==> src/rtl/pce_pkg.sv <==
package pce_pkg;

  typedef enum logic [1:0] {
    PCE_IDLE = 2'd0,
    PCE_WALK = 2'd1,
    PCE_WAIT = 2'd2
  } pce_state_e;

  function automatic int pce_max(input int a, input int b);
    return (a > b) ? a : b;
  endfunction

endpackage

==> src/rtl/pce_page_ram.sv <==
module pce_page_ram #(
  parameter int DEPTH  = 32,
  parameter int DATA_W = 8
) (
  input  logic                     clk,
  input  logic                     we,
  input  logic [$clog2(DEPTH)-1:0] waddr,
  input  logic [DATA_W-1:0]        wdata,
  input  logic                     re,
  input  logic [$clog2(DEPTH)-1:0] raddr,
  output logic [DATA_W-1:0]        rdata
);

  logic [DATA_W-1:0] mem [DEPTH];
  logic [DATA_W-1:0] rdata_q;

  always_ff @(posedge clk) begin
    if (we) mem[waddr] <= wdata;
  end

  always_ff @(posedge clk) begin
    if (re) rdata_q <= mem[raddr];
  end

  assign rdata = rdata_q;

endmodule

==> src/rtl/pce_valid_flags.sv <==
module pce_valid_flags #(
  parameter int DEPTH = 32
) (
  input  logic                     clk,
  input  logic                     rst,
  input  logic                     clr,
  input  logic                     set_en,
  input  logic [$clog2(DEPTH)-1:0] set_idx,
  input  logic [$clog2(DEPTH)-1:0] rd_idx,
  output logic                     any_o,
  output logic                     bit_o
);

  logic [DEPTH-1:0] flags_q;

  // a set in the same clock as a clear survives: the byte follows the clear
  always_ff @(posedge clk) begin
    if (rst) begin
      flags_q <= '0;
    end else begin
      if (clr) flags_q <= '0;
      if (set_en) flags_q[set_idx] <= 1'b1;
    end
  end

  assign any_o = |flags_q;
  assign bit_o = flags_q[rd_idx];

  AST_CLEAR_EMPTIES: assert property (@(posedge clk) disable iff (rst)
    (clr && !set_en) |=> !any_o) else $error("flags not cleared");

endmodule

==> src/rtl/pce_commit_seq.sv <==
module pce_commit_seq
  import pce_pkg::*;
#(
  parameter int PAGE_BYTES = 32,
  parameter int BUSY_CYC   = 500000
) (
  input  logic                          clk,
  input  logic                          rst,
  input  logic                          start_evt,
  input  logic                          stop_evt,
  input  logic                          any_vld,
  input  logic                          wp_in,
  output logic                          busy_o,
  output logic                          accept_o,
  output logic                          discard_o,
  output logic                          flags_clr_o,
  output logic                          walk_act_o,
  output logic [$clog2(PAGE_BYTES)-1:0] walk_idx_o
);

  localparam int OFF_W   = $clog2(PAGE_BYTES);
  localparam int MIN_CYC = PAGE_BYTES + 4;
  localparam int EFF_CYC = pce_max(BUSY_CYC, MIN_CYC);
  localparam int TMR_W   = $clog2(EFF_CYC + 1);

  pce_state_e       state_q;
  logic [OFF_W-1:0] idx_q;
  logic [TMR_W-1:0] tmr_q;
  logic             launch;
  logic             expire;

  assign accept_o    = (state_q == PCE_IDLE);
  assign launch      = accept_o && stop_evt && any_vld && !wp_in;
  assign discard_o   = accept_o && (start_evt || (stop_evt && !launch));
  assign expire      = !accept_o && (tmr_q == TMR_W'(EFF_CYC - 1));
  assign flags_clr_o = expire;
  assign busy_o      = !accept_o;
  assign walk_act_o  = (state_q == PCE_WALK);
  assign walk_idx_o  = idx_q;

  always_ff @(posedge clk) begin
    if (rst) begin
      state_q <= PCE_IDLE;
      idx_q   <= '0;
      tmr_q   <= '0;
    end else begin
      case (state_q)
        PCE_IDLE: begin
          if (launch) begin
            state_q <= PCE_WALK;
            idx_q   <= '0;
            tmr_q   <= '0;
          end
        end
        PCE_WALK: begin
          idx_q <= idx_q + 1'b1;
          tmr_q <= tmr_q + 1'b1;
          if (idx_q == OFF_W'(PAGE_BYTES - 1)) state_q <= PCE_WAIT;
        end
        PCE_WAIT: begin
          tmr_q <= tmr_q + 1'b1;
          if (expire) state_q <= PCE_IDLE;
        end
        default: state_q <= PCE_IDLE;
      endcase
    end
  end

  AST_BUSY_ON_STOP: assert property (@(posedge clk) disable iff (rst)
    (accept_o && stop_evt && any_vld && !wp_in) |=> busy_o) else $error("no busy after stop");
  AST_BUSY_LENGTH: assert property (@(posedge clk) disable iff (rst)
    $fell(busy_o) |-> ($past(tmr_q) == TMR_W'(EFF_CYC - 1))) else $error("busy length");
  AST_NO_DATA_NO_BUSY: assert property (@(posedge clk) disable iff (rst)
    (accept_o && stop_evt && !any_vld) |=> !busy_o) else $error("busy without data");
  AST_WP_NO_BUSY: assert property (@(posedge clk) disable iff (rst)
    (accept_o && stop_evt && wp_in) |=> !busy_o) else $error("busy under protect");

endmodule

==> src/rtl/page_commit_engine.sv <==
module page_commit_engine #(
  parameter int PAGE_BYTES = 32,
  parameter int ROW_W      = 8,
  parameter int DATA_W     = 8,
  parameter int BUSY_CYC   = 500000
) (
  input  logic                                clk,
  input  logic                                rst,
  input  logic                                byte_stb,
  input  logic [$clog2(PAGE_BYTES)-1:0]       byte_off,
  input  logic [DATA_W-1:0]                   byte_data,
  input  logic [ROW_W-1:0]                    page_row,
  input  logic                                start_evt,
  input  logic                                stop_evt,
  input  logic                                wp_in,
  output logic                                arr_we,
  output logic [ROW_W+$clog2(PAGE_BYTES)-1:0] arr_addr,
  output logic [DATA_W-1:0]                   arr_wdata,
  output logic                                busy
);

  localparam int OFF_W  = $clog2(PAGE_BYTES);
  localparam int ADDR_W = ROW_W + OFF_W;

  logic              accept, discard, flags_clr;
  logic              walk_act;
  logic [OFF_W-1:0]  walk_idx;
  logic              any_vld, slot_vld;
  logic              buf_we;
  logic [DATA_W-1:0] rd_data;
  logic [ROW_W-1:0]  row_q;
  logic              s1_vld_q;
  logic [OFF_W-1:0]  s1_off_q;
  logic              we_q;
  logic [ADDR_W-1:0] addr_q;
  logic [DATA_W-1:0] wdata_q;

  assign buf_we = byte_stb && accept;

  pce_commit_seq #(
    .PAGE_BYTES (PAGE_BYTES),
    .BUSY_CYC   (BUSY_CYC)
  ) seq_i (
    .clk         (clk),
    .rst         (rst),
    .start_evt   (start_evt),
    .stop_evt    (stop_evt),
    .any_vld     (any_vld),
    .wp_in       (wp_in),
    .busy_o      (busy),
    .accept_o    (accept),
    .discard_o   (discard),
    .flags_clr_o (flags_clr),
    .walk_act_o  (walk_act),
    .walk_idx_o  (walk_idx)
  );

  pce_valid_flags #(
    .DEPTH (PAGE_BYTES)
  ) flags_i (
    .clk     (clk),
    .rst     (rst),
    .clr     (discard || flags_clr),
    .set_en  (buf_we),
    .set_idx (byte_off),
    .rd_idx  (walk_idx),
    .any_o   (any_vld),
    .bit_o   (slot_vld)
  );

  pce_page_ram #(
    .DEPTH  (PAGE_BYTES),
    .DATA_W (DATA_W)
  ) ram_i (
    .clk   (clk),
    .we    (buf_we),
    .waddr (byte_off),
    .wdata (byte_data),
    .re    (walk_act),
    .raddr (walk_idx),
    .rdata (rd_data)
  );

  always_ff @(posedge clk) begin
    if (rst) row_q <= '0;
    else if (buf_we) row_q <= page_row;
  end

  // stage 1 lines up the flag with the synchronous buffer read
  always_ff @(posedge clk) begin
    if (rst) begin
      s1_vld_q <= 1'b0;
      s1_off_q <= '0;
    end else begin
      s1_vld_q <= walk_act && slot_vld;
      s1_off_q <= walk_idx;
    end
  end

  // stage 2 registers the array interface, protect gates every write
  always_ff @(posedge clk) begin
    if (rst) begin
      we_q    <= 1'b0;
      addr_q  <= '0;
      wdata_q <= '0;
    end else begin
      we_q    <= s1_vld_q && !wp_in;
      addr_q  <= {row_q, s1_off_q};
      wdata_q <= rd_data;
    end
  end

  assign arr_we    = we_q;
  assign arr_addr  = addr_q;
  assign arr_wdata = wdata_q;

  AST_WE_IN_COMMIT: assert property (@(posedge clk) disable iff (rst)
    arr_we |-> busy) else $error("write outside commit");
  AST_WP_BLOCK: assert property (@(posedge clk) disable iff (rst)
    wp_in |=> !arr_we) else $error("write under protect");
  AST_IGNORE_BUSY: assert property (@(posedge clk) disable iff (rst)
    (busy && !flags_clr) |=> (any_vld == $past(any_vld))) else $error("flags moved while busy");
  AST_IDLE_EMPTY_AFTER: assert property (@(posedge clk) disable iff (rst)
    $fell(busy) |-> !any_vld) else $error("flags left after commit");

endmodule

==> config.mk <==
export PLATFORM = sky130hd
export DESIGN_NAME = page_commit_engine
export DESIGN_NICKNAME = d
export VERILOG_FILES = /design/src/rtl/pce_pkg.sv /design/src/rtl/pce_page_ram.sv /design/src/rtl/pce_valid_flags.sv /design/src/rtl/pce_commit_seq.sv /design/src/rtl/page_commit_engine.sv
export SDC_FILE = /design/constraint.sdc
export NUM_CORES = 1
export LEC_CHECK = 0
export BUFFER_PORTS_ARGS = -buffer_cell sky130_fd_sc_hd__buf_2
export CAP_MARGIN = 25
export CORE_ASPECT_RATIO = 0.7
export CORE_MARGIN = 2
export CORE_UTILIZATION = 50
export DETAILED_ROUTE_END_ITERATION = 12
export PLACE_DENSITY = 0.77
export SYNTH_ARGS = -nofsm -noshare
export SYNTH_HDL_FRONTEND = slang
export SYNTH_SLANG_ARGS = --single-unit
==> constraint.sdc <==
create_clock -name clk -period 2.94 [get_ports clk]
set_input_delay 0.147 -clock clk [delete_from_list [all_inputs] [get_ports clk]]
set_output_delay 0.147 -clock clk [all_outputs]
set_load 0.1 [all_outputs]
# == After elaboration in Yosys (flattened, before gate mapping) ==
# Memory sizes are Yosys's and may differ from the RTL's. A register that Yosys moved wholly into a read port is not among the register bits.
# Cells that the tools add are included.
# totals
reg_bits,94
ramBits,256
in_bits,27
out_inout_bits,23
word_cells,64
memories,1
# mem_list
memory,depth,word_bits,rd,rd_clocked_by_memory_dff,wr,line,source
ram_i.mem,32,8,1,1,1,pce_page_ram.sv:14,logic [DATA_W-1:0] mem [DEPTH];
# op_classes
n_addsub,2
order_cmp,3
n_eq_ne,7
n_mux,17
bitwise_logic,1
reduce_logical,23
# ops
cell,n
32-bit two-way mux,3
19-bit one-hot mux with 2 select lines,1
32-bit bitwise OR,1
32-bit OR reduction,1
"19-bit by 1-bit adder with 19-bit output, second input constant",1
"19-bit equality test, second input constant",1
19-bit two-way mux,1
"5-bit by 6-bit less-than comparator with 1-bit output, second input constant",2
1-bit logical AND,10
5-bit one-hot mux with 2 select lines,1
2-bit two-way mux,3
2-bit one-hot mux with 3 select lines,1
"5-bit by 1-bit adder with 5-bit output, second input constant",1
1-bit binary-select mux with 5-bit select,1
1-bit demux with 5-bit select,1
"5-bit equality test, second input constant",1
"5-bit by 1-bit greater-or-equal comparator with 1-bit output, second input constant",1
5-bit two-way mux,1
1-bit two-way mux,4
"2-bit by 1-bit inequality test with 1-bit output, second input constant",2
2-bit AND reduction,2
2-bit nonzero test,2
1-bit logical NOT,3
3-bit AND reduction,1
6 further kinds,7

# == Longest topological paths before layout ==
# Gate-level depths: netlist of run 1.
# depth
word_depth,13
depth_mapped,9
ltp_nobuf,7

# == Modules after synthesis ==
# A second synthesis of run 1 with hierarchy kept.
# unflattened
hier_cells,875
hier_area_um2,14347.5
# modules_own_cells
module,n_inst,cells_each,area_per_inst_um2,seq_area_each_um2
pce_page_ram,1,417,10133.5,7927.6
pce_valid_flags,1,202,1639.1,640.6
pce_commit_seq,1,169,1471.4,520.5
page_commit_engine,1,87,1103.6,720.7

# == Worst setup path after synthesis of run 1 ==
# Ideal clock, no wire load.
# synth_path
path_kind,register -> register
from,register seq_i.idx_q[1] (netlist: seq_i.walk_idx_o[1])
to,register ram_i.rdata_q[0] (netlist: ram_i.rdata[0]) (read register of ram_i.mem) (data pin)
setup_ns,0.260
arrival_time_ns,2.070
required_ns,2.680
path_slack_ns,0.611
stages_incl_launch_ff,6
path_buffers,2
period_less_slack_ns,2.329
path_cell_list,dfxtp_1 -> clkbuf_1 -> clkbuf_1 -> mux4_2 -> mux4_2 -> mux2_2
# synth_lines
item,line,source
from (decl),pce_commit_seq.sv:27,logic [OFF_W-1:0] idx_q;
from (signal assigned),pce_commit_seq.sv:56,idx_q <= idx_q + 1'b1;
to (decl),pce_page_ram.sv:15,logic [DATA_W-1:0] rdata_q;

==> results.ini, run 1 <==
[outcome]
status=finished clean

[yosys]
syn_inst=819
yosysTopAreaCell=edfxtp_1
seq_area_frac_synth_pct=69.6
synthArstFlopShare_pct=0
synth_edf_count=264
syn_nets=853
synth.most_common_cell=edfxtp_1
ys_top_cells_by_area=edfxtp_1 56%, mux4_2 14%, dfxtp_1 13%
synth_common_cells=264 x edfxtp_1, 94 x dfxtp_1, 90 x mux4_2
ys_warn_count=0
syn_avg_cell_area_sq_um=17.2
ys_seq_elements=358
ys_types=45
netlist_area_sq_um=14100
ys.flop_type=edfxtp_1
synth.top_cell.area_share_pct=56.2

[power]
p_seq_share_pct=55.0
ir_drop_mv=0.520
p_leak_nw=5.25
p_comb_share_pct=5.8
p_clk_share_pct=39.1
power_switching_share_pct=22.0
p_sw_mw=2.21
power.internal_mw=7.82
power_density_nw_per_um2=619

[clocking]
clk_pin_slew_ps=70
cts_num_sinks=358
cts-root-buf=clkbuf_16
cts_setup_buffers=0
cts_tree=built
clk_path_buf_depth=3
htree_levels=1
cts_buffers=31
worstSkewPairLatency_ps=570

[timing]
tns_ps=0
finalCriticalPeriod_ps=2430
skew_ps=9.92
max_freq_mhz=411
setup_viol=0
hold_viol=0
slew_violations=0
period_share_pct=82.7
worstMarginPinSlew_ps=752
rsz0062_at_grt=no
relSlewSlack_pct=49.8

[setup_path]
critPathLaunchType=flip-flop
cp-end-kind=flip-flop
path_cells=buf_4, mux4_2, mux4_2, mux2_2
crit_fanout=14
r2r_cells=4
critPathArrivalTime_ps=2750
r2r-start=seq_i.walk_idx_o[0]
cp-startpoint=seq_i.walk_idx_o[0]
crit_slowest_cell=mux4_2
path_buf_inv=1
worstSetupPathDepth=4
crit_end=ram_i.rdata[3]
path_class=flip-flop to flip-flop
cpLargestDelayFamily=multiplexers
timing.rr.end=ram_i.rdata[3]
r2r_setup_slack_ps=510
cp_data_required_time_ps=3260
critPathMaxStageDelay_ps=560
cp_common_cell=mux4_2

[place]
portBuffers=49
gp_congestion=0.848
dp_hpwl_microns=19700

[route]
first_iter_violations=966
drt_first_pass_iters=5
routed-via-count=7970
ant_nets=0
routedWlPerCell_microns=23.7
via_per_inst=6.05
wl_microns=31200
drc=0

[floorplan]
die-area_sq_um=29600
pin_count=50
die_width_microns=205
core_sq_um=27800
rows=51
initial_core_util_pct=50.8
die_h_microns=144

[final_layout]
fin_util_pct=58.4
final_layout_size_suffix_gt1_share_pct=27.5
syn2layout_area_growth_pct=15.0
nets=956
diodes=0
fillers=2087

[grt]
grt_pass1_wl_microns=47100
grt_remaining_overflow=0
antenna_found_initial=1
grt_pass1_vias=7564
grt_max_degree=35
grt_use_total_pct=21.8

[run]
max_cap_violations=0

[worst_hold_path]
hp-class=primary input to flip-flop

-- cell usage in the layout, fill, tap and decap left out, types with 9 or more instances in the layout --
cell,count
mux4_2,90
nand3_1,36
buf_4,53
a22o_1,32
edfxtp_1,264
nor2b_1,28
dfxtp_1,92
mux2i_1,19
nand2_1,33
nor2_1,43
buf_2,49
a21oi_1,25
dlygate4sd3_1,9
clkbuf_16,31
nand4_1,9
nand3b_1,18
-- worst register-to-register path, cell delays in order (launching register included) --
cell and delay (ps):
dfxtp_4 540, buf_4 300, mux4_2 560, mux4_2 500, mux2_2 280
-- timing repair --
item / 4_1_cts / 5_1_grt
endpoints found under the hold margin: 9 / 0
resized for setup: 0 / 0
hold buffers: 9 / 0
-- sequential cells by signal (all words and copies together) (netlist names) --
signal	flops
seq_i.tmr_q	19
ram_i.mem	256
arr_addr	13
flags_i.flags_q	32
ram_i.rdata	8
arr_we	1
seq_i.walk_idx_o	5
seq_i.state_q	2
arr_wdata	8
s1_vld_q	1
s1_off_q	5
row_q	8
-- metal layers --
metal | vias to the layer above | global-route usage (%) | share of wire (%)
li1 | 3479 | - | -
met1 | 4039 | 33.9 | 44
met2 | 408 | 31.1 | 43
met3 | 42 | 5.59 | 11
met4 | 2 | 4.12 | 1.6
met5 | - | 0 | 0.042
-- area by class of cell --
type	count	area (sq um)	area share, %
timing repair buffer	118	873	5.39
tap	371	464	2.86
multi-input combinational	407	4060	25.0
clock inverter	17	140	0.864
sequential	358	9820	60.6
clock buffer	41	833	5.14
inverter	6	22.5	0.139
-- worst min path at each step --
stage,startpoint,to,depth (start not counted)
3_3_place_gp,wp_in,arr_we,2
2_1_floorplan,wp_in,arr_we,1
3_5_place_dp,wp_in,arr_we,2
4_1_cts,rst,seq_i.tmr_q[1],2
5_1_grt,rst,seq_i.tmr_q[1],2
6_report,rst,seq_i.tmr_q[1],2
-- through the flow --
step | power, mW | setup slack, ps | instance area, sq um | std cells | hold WS (ps)
after global routing | 10.3 | 449 | 16200 | 1318 | 29.2
after floorplan | 5.99 | 611 | 14100 | 819 | 223
after detailed placement | 6.20 | 530 | 15100 | 1251 | 378
after CTS | 10.1 | 507 | 16200 | 1318 | 5.71
final | 10.0 | 508 | 16200 | 1318 | 34.8
after global placement | 6.19 | 543 | 15100 | 1251 | 376
-- power by group through the flow --
| stage | clock [mW] | sequential, mW | combinational (mW) |
|---|---|---|---|
| 2_1_floorplan | 0 | 5.71 | 0.280 |
| 3_3_place_gp | 0 | 5.63 | 0.557 |
| 3_5_place_dp | 0 | 5.63 | 0.568 |
| 6_report | 3.93 | 5.52 | 0.584 |
| 4_1_cts | 4.01 | 5.52 | 0.580 |
| 5_1_grt | 4.20 | 5.52 | 0.626 |
-- kinds of logic after synthesis --
kind of cell / count (synthesis) / share of synthesized area (%)
adder cells (fa/ha/maj): 7 / 0.621
buffers and inverters: 54 / 1.72
multiplexers: 117 / 16.4
AO/OA/AOI/OAI: 85 / 4.31
flip-flops: 358 / 69.6
AND/OR/NAND/NOR: 198 / 7.40
(Power assumes the default switching activity.)
==> run 2, diff against run 1 <==
PLACE_DENSITY = 0.79   (was 0.77)
clock period = 2.09 ns   (was 2.94 ns; I/O delays follow)
==> results.ini, run 2 (synthesized netlist as in run 1, its figures left out) <==
[outcome]
status=complete, but fails checks
violations=negative setup slack

[timing]
hold_slack_ps=76.4
slew_violations=0
max_freq_mhz=431
fin_ws_ps=-230
period_share_pct=111
setup_viol=40
hold_viol=0
worstMarginPinSlew_ps=706
rsz0062_at_grt=yes
skew_ps=18.4
finalCriticalPeriod_ps=2320
relSlewSlack_pct=53.0

[worst_hold_path]
min_delay_path_depth=4
hp-class=primary input to flip-flop
hold_start=stop_evt
hold_end=seq_i.state_q[0]

[power]
p_sw_mw=3.14
ir_drop_mv=0.585
power_switching_share_pct=21.8
p_total_mw=14.4
p_clk_share_pct=39.6
p_seq_share_pct=53.9
p_comb_share_pct=6.6
p_leak_nw=5.47
power.internal_mw=11.3
power_density_nw_per_um2=866

[grt]
grt_max_degree=39
grt_pass1_wl_microns=49300
grt_remaining_overflow=0
grt_use_total_pct=22.7
antenna_found_initial=0
grt_pass1_vias=7746

[final_layout]
top_regs=ram_i.mem x256, flags_i.flags_q x32, seq_i.tmr_q x19
final_cell_mix=264 x edfxtp_1, 90 x mux4_2, 90 x dfxtp_1
diodes=0
fin_util_pct=60.0
multi_input_area_sq_um=4150
fillers=1947
regArea_sq_um=9820
syn2layout_area_growth_pct=18.1
largest-register=ram_i.mem
final_cells=1343
final_layout_size_suffix_gt1_share_pct=30.8
nets=983
final_common_cell=edfxtp_1
largest_reg_flops=256

[floorplan]
die_width_microns=205
core_sq_um=27800
die_h_microns=144
initial_core_util_pct=50.8
rows=51
die-area_sq_um=29600
pin_count=50

[setup_path]
r2r_setup_slack_ps=-230
critPathLaunchType=flip-flop
crit_slowest_cell=mux4_2
crit_fanout=7
r2r_cells=5
critPathMaxStageDelay_ps=550
path_class=flip-flop to flip-flop
critPathArrivalTime_ps=2640
path_cells=buf_12, buf_12, mux4_2, mux4_2, mux2_4
r2r-start=seq_i.walk_idx_o[0]
cp-end-kind=flip-flop
cp_data_required_time_ps=2410
timing.rr.end=ram_i.rdata[6]

[clocking]
cts_num_sinks=358
clk_path_buf_depth=3
cts_buffers=31
clk_pin_slew_ps=60
worstSkewPairLatency_ps=570
cts-root-buf=clkbuf_16
cts_tree=built
htree_levels=1

[route]
first_iter_violations=975
drc=0
via_per_inst=6.16
routedWlPerCell_microns=24.9
wl_microns=33500
routed-via-count=8277
drt_first_pass_iters=5
ant_nets=0

[place]
portBuffers=49
gp_congestion=0.831
dp_cells=1265
dp_hpwl_microns=20500

[run]
max_cap_violations=0

run 2: critical path: cells and delay by family (launching register included):
kind | cells | cell delay [ps]
buffers and inverters | 2 | 260
multiplexers | 3 | 1350
flip-flops | 1 | 460
run 2: timing repair:
item,CTS,global route
setup buffers,3,6
endpoints found under the setup margin,71,167
gates resized for setup,10,19
hold endpoints to repair,14,0
pin swaps,0,2
hold buffers,11,0
gates cloned,1,1
run 2: worst max path at each step:
stage	start	to	slack [ps]
6_report	seq_i.walk_idx_o[0]	ram_i.rdata[6]	-230
5_1_grt	seq_i.walk_idx_o[0]	ram_i.rdata[1]	-250
4_1_cts	seq_i.walk_idx_o[0]	ram_i.rdata[6]	-200
3_5_place_dp	seq_i.walk_idx_o[0]	ram_i.rdata[1]	-220
3_3_place_gp	seq_i.walk_idx_o[0]	ram_i.rdata[4]	-200
2_1_floorplan	seq_i.walk_idx_o[0]	ram_i.rdata[6]	-100
run 2: cell type report:
type | instances | share of cell area, %
Clock buffer | 38 | 4.88
Multi-Input combinational cell | 407 | 24.9
Sequential cell | 358 | 59.0
Clock inverter | 18 | 1.12
Tap cell | 371 | 2.79
Timing Repair Buffer | 145 | 7.18
Inverter | 6 | 0.150
run 2: layer usage:
| metal | global-route usage, % | routed length, microns | share of wire (%) | up-vias |
|---|---|---|---|---|
| li1 | - | - | - | 3532 |
| met1 | 34.1 | 14100 | 42 | 4194 |
| met2 | 32.6 | 14700 | 44 | 500 |
| met3 | 7.41 | 4120 | 12 | 51 |
| met4 | 4.50 | 568 | 1.7 | 0 |
| met5 | 0 | 0 | 0 | - |
run 2: per-stage QoR:
step                worst slack [ps]  cell area, sq um  setup TNS (ps)
floorplan                      -95.9             14200           -6340
global placement                -200             15300           -2410
detailed placement              -218             15300           -3410
CTS                             -203             16500           -1620
global route                    -245             16600           -4850
finish                          -230             16600           -3050
run 2: power groups by stage:
stage / registers, mW / clock network [mW] / logic (mW)
detailed placement: 7.92 / 0 / 0.868
global route: 7.77 / 6.07 / 1.00
floorplan: 8.03 / 0 / 0.406
global placement: 7.91 / 0 / 0.844
finish: 7.76 / 5.70 / 0.946
CTS: 7.76 / 5.78 / 0.907
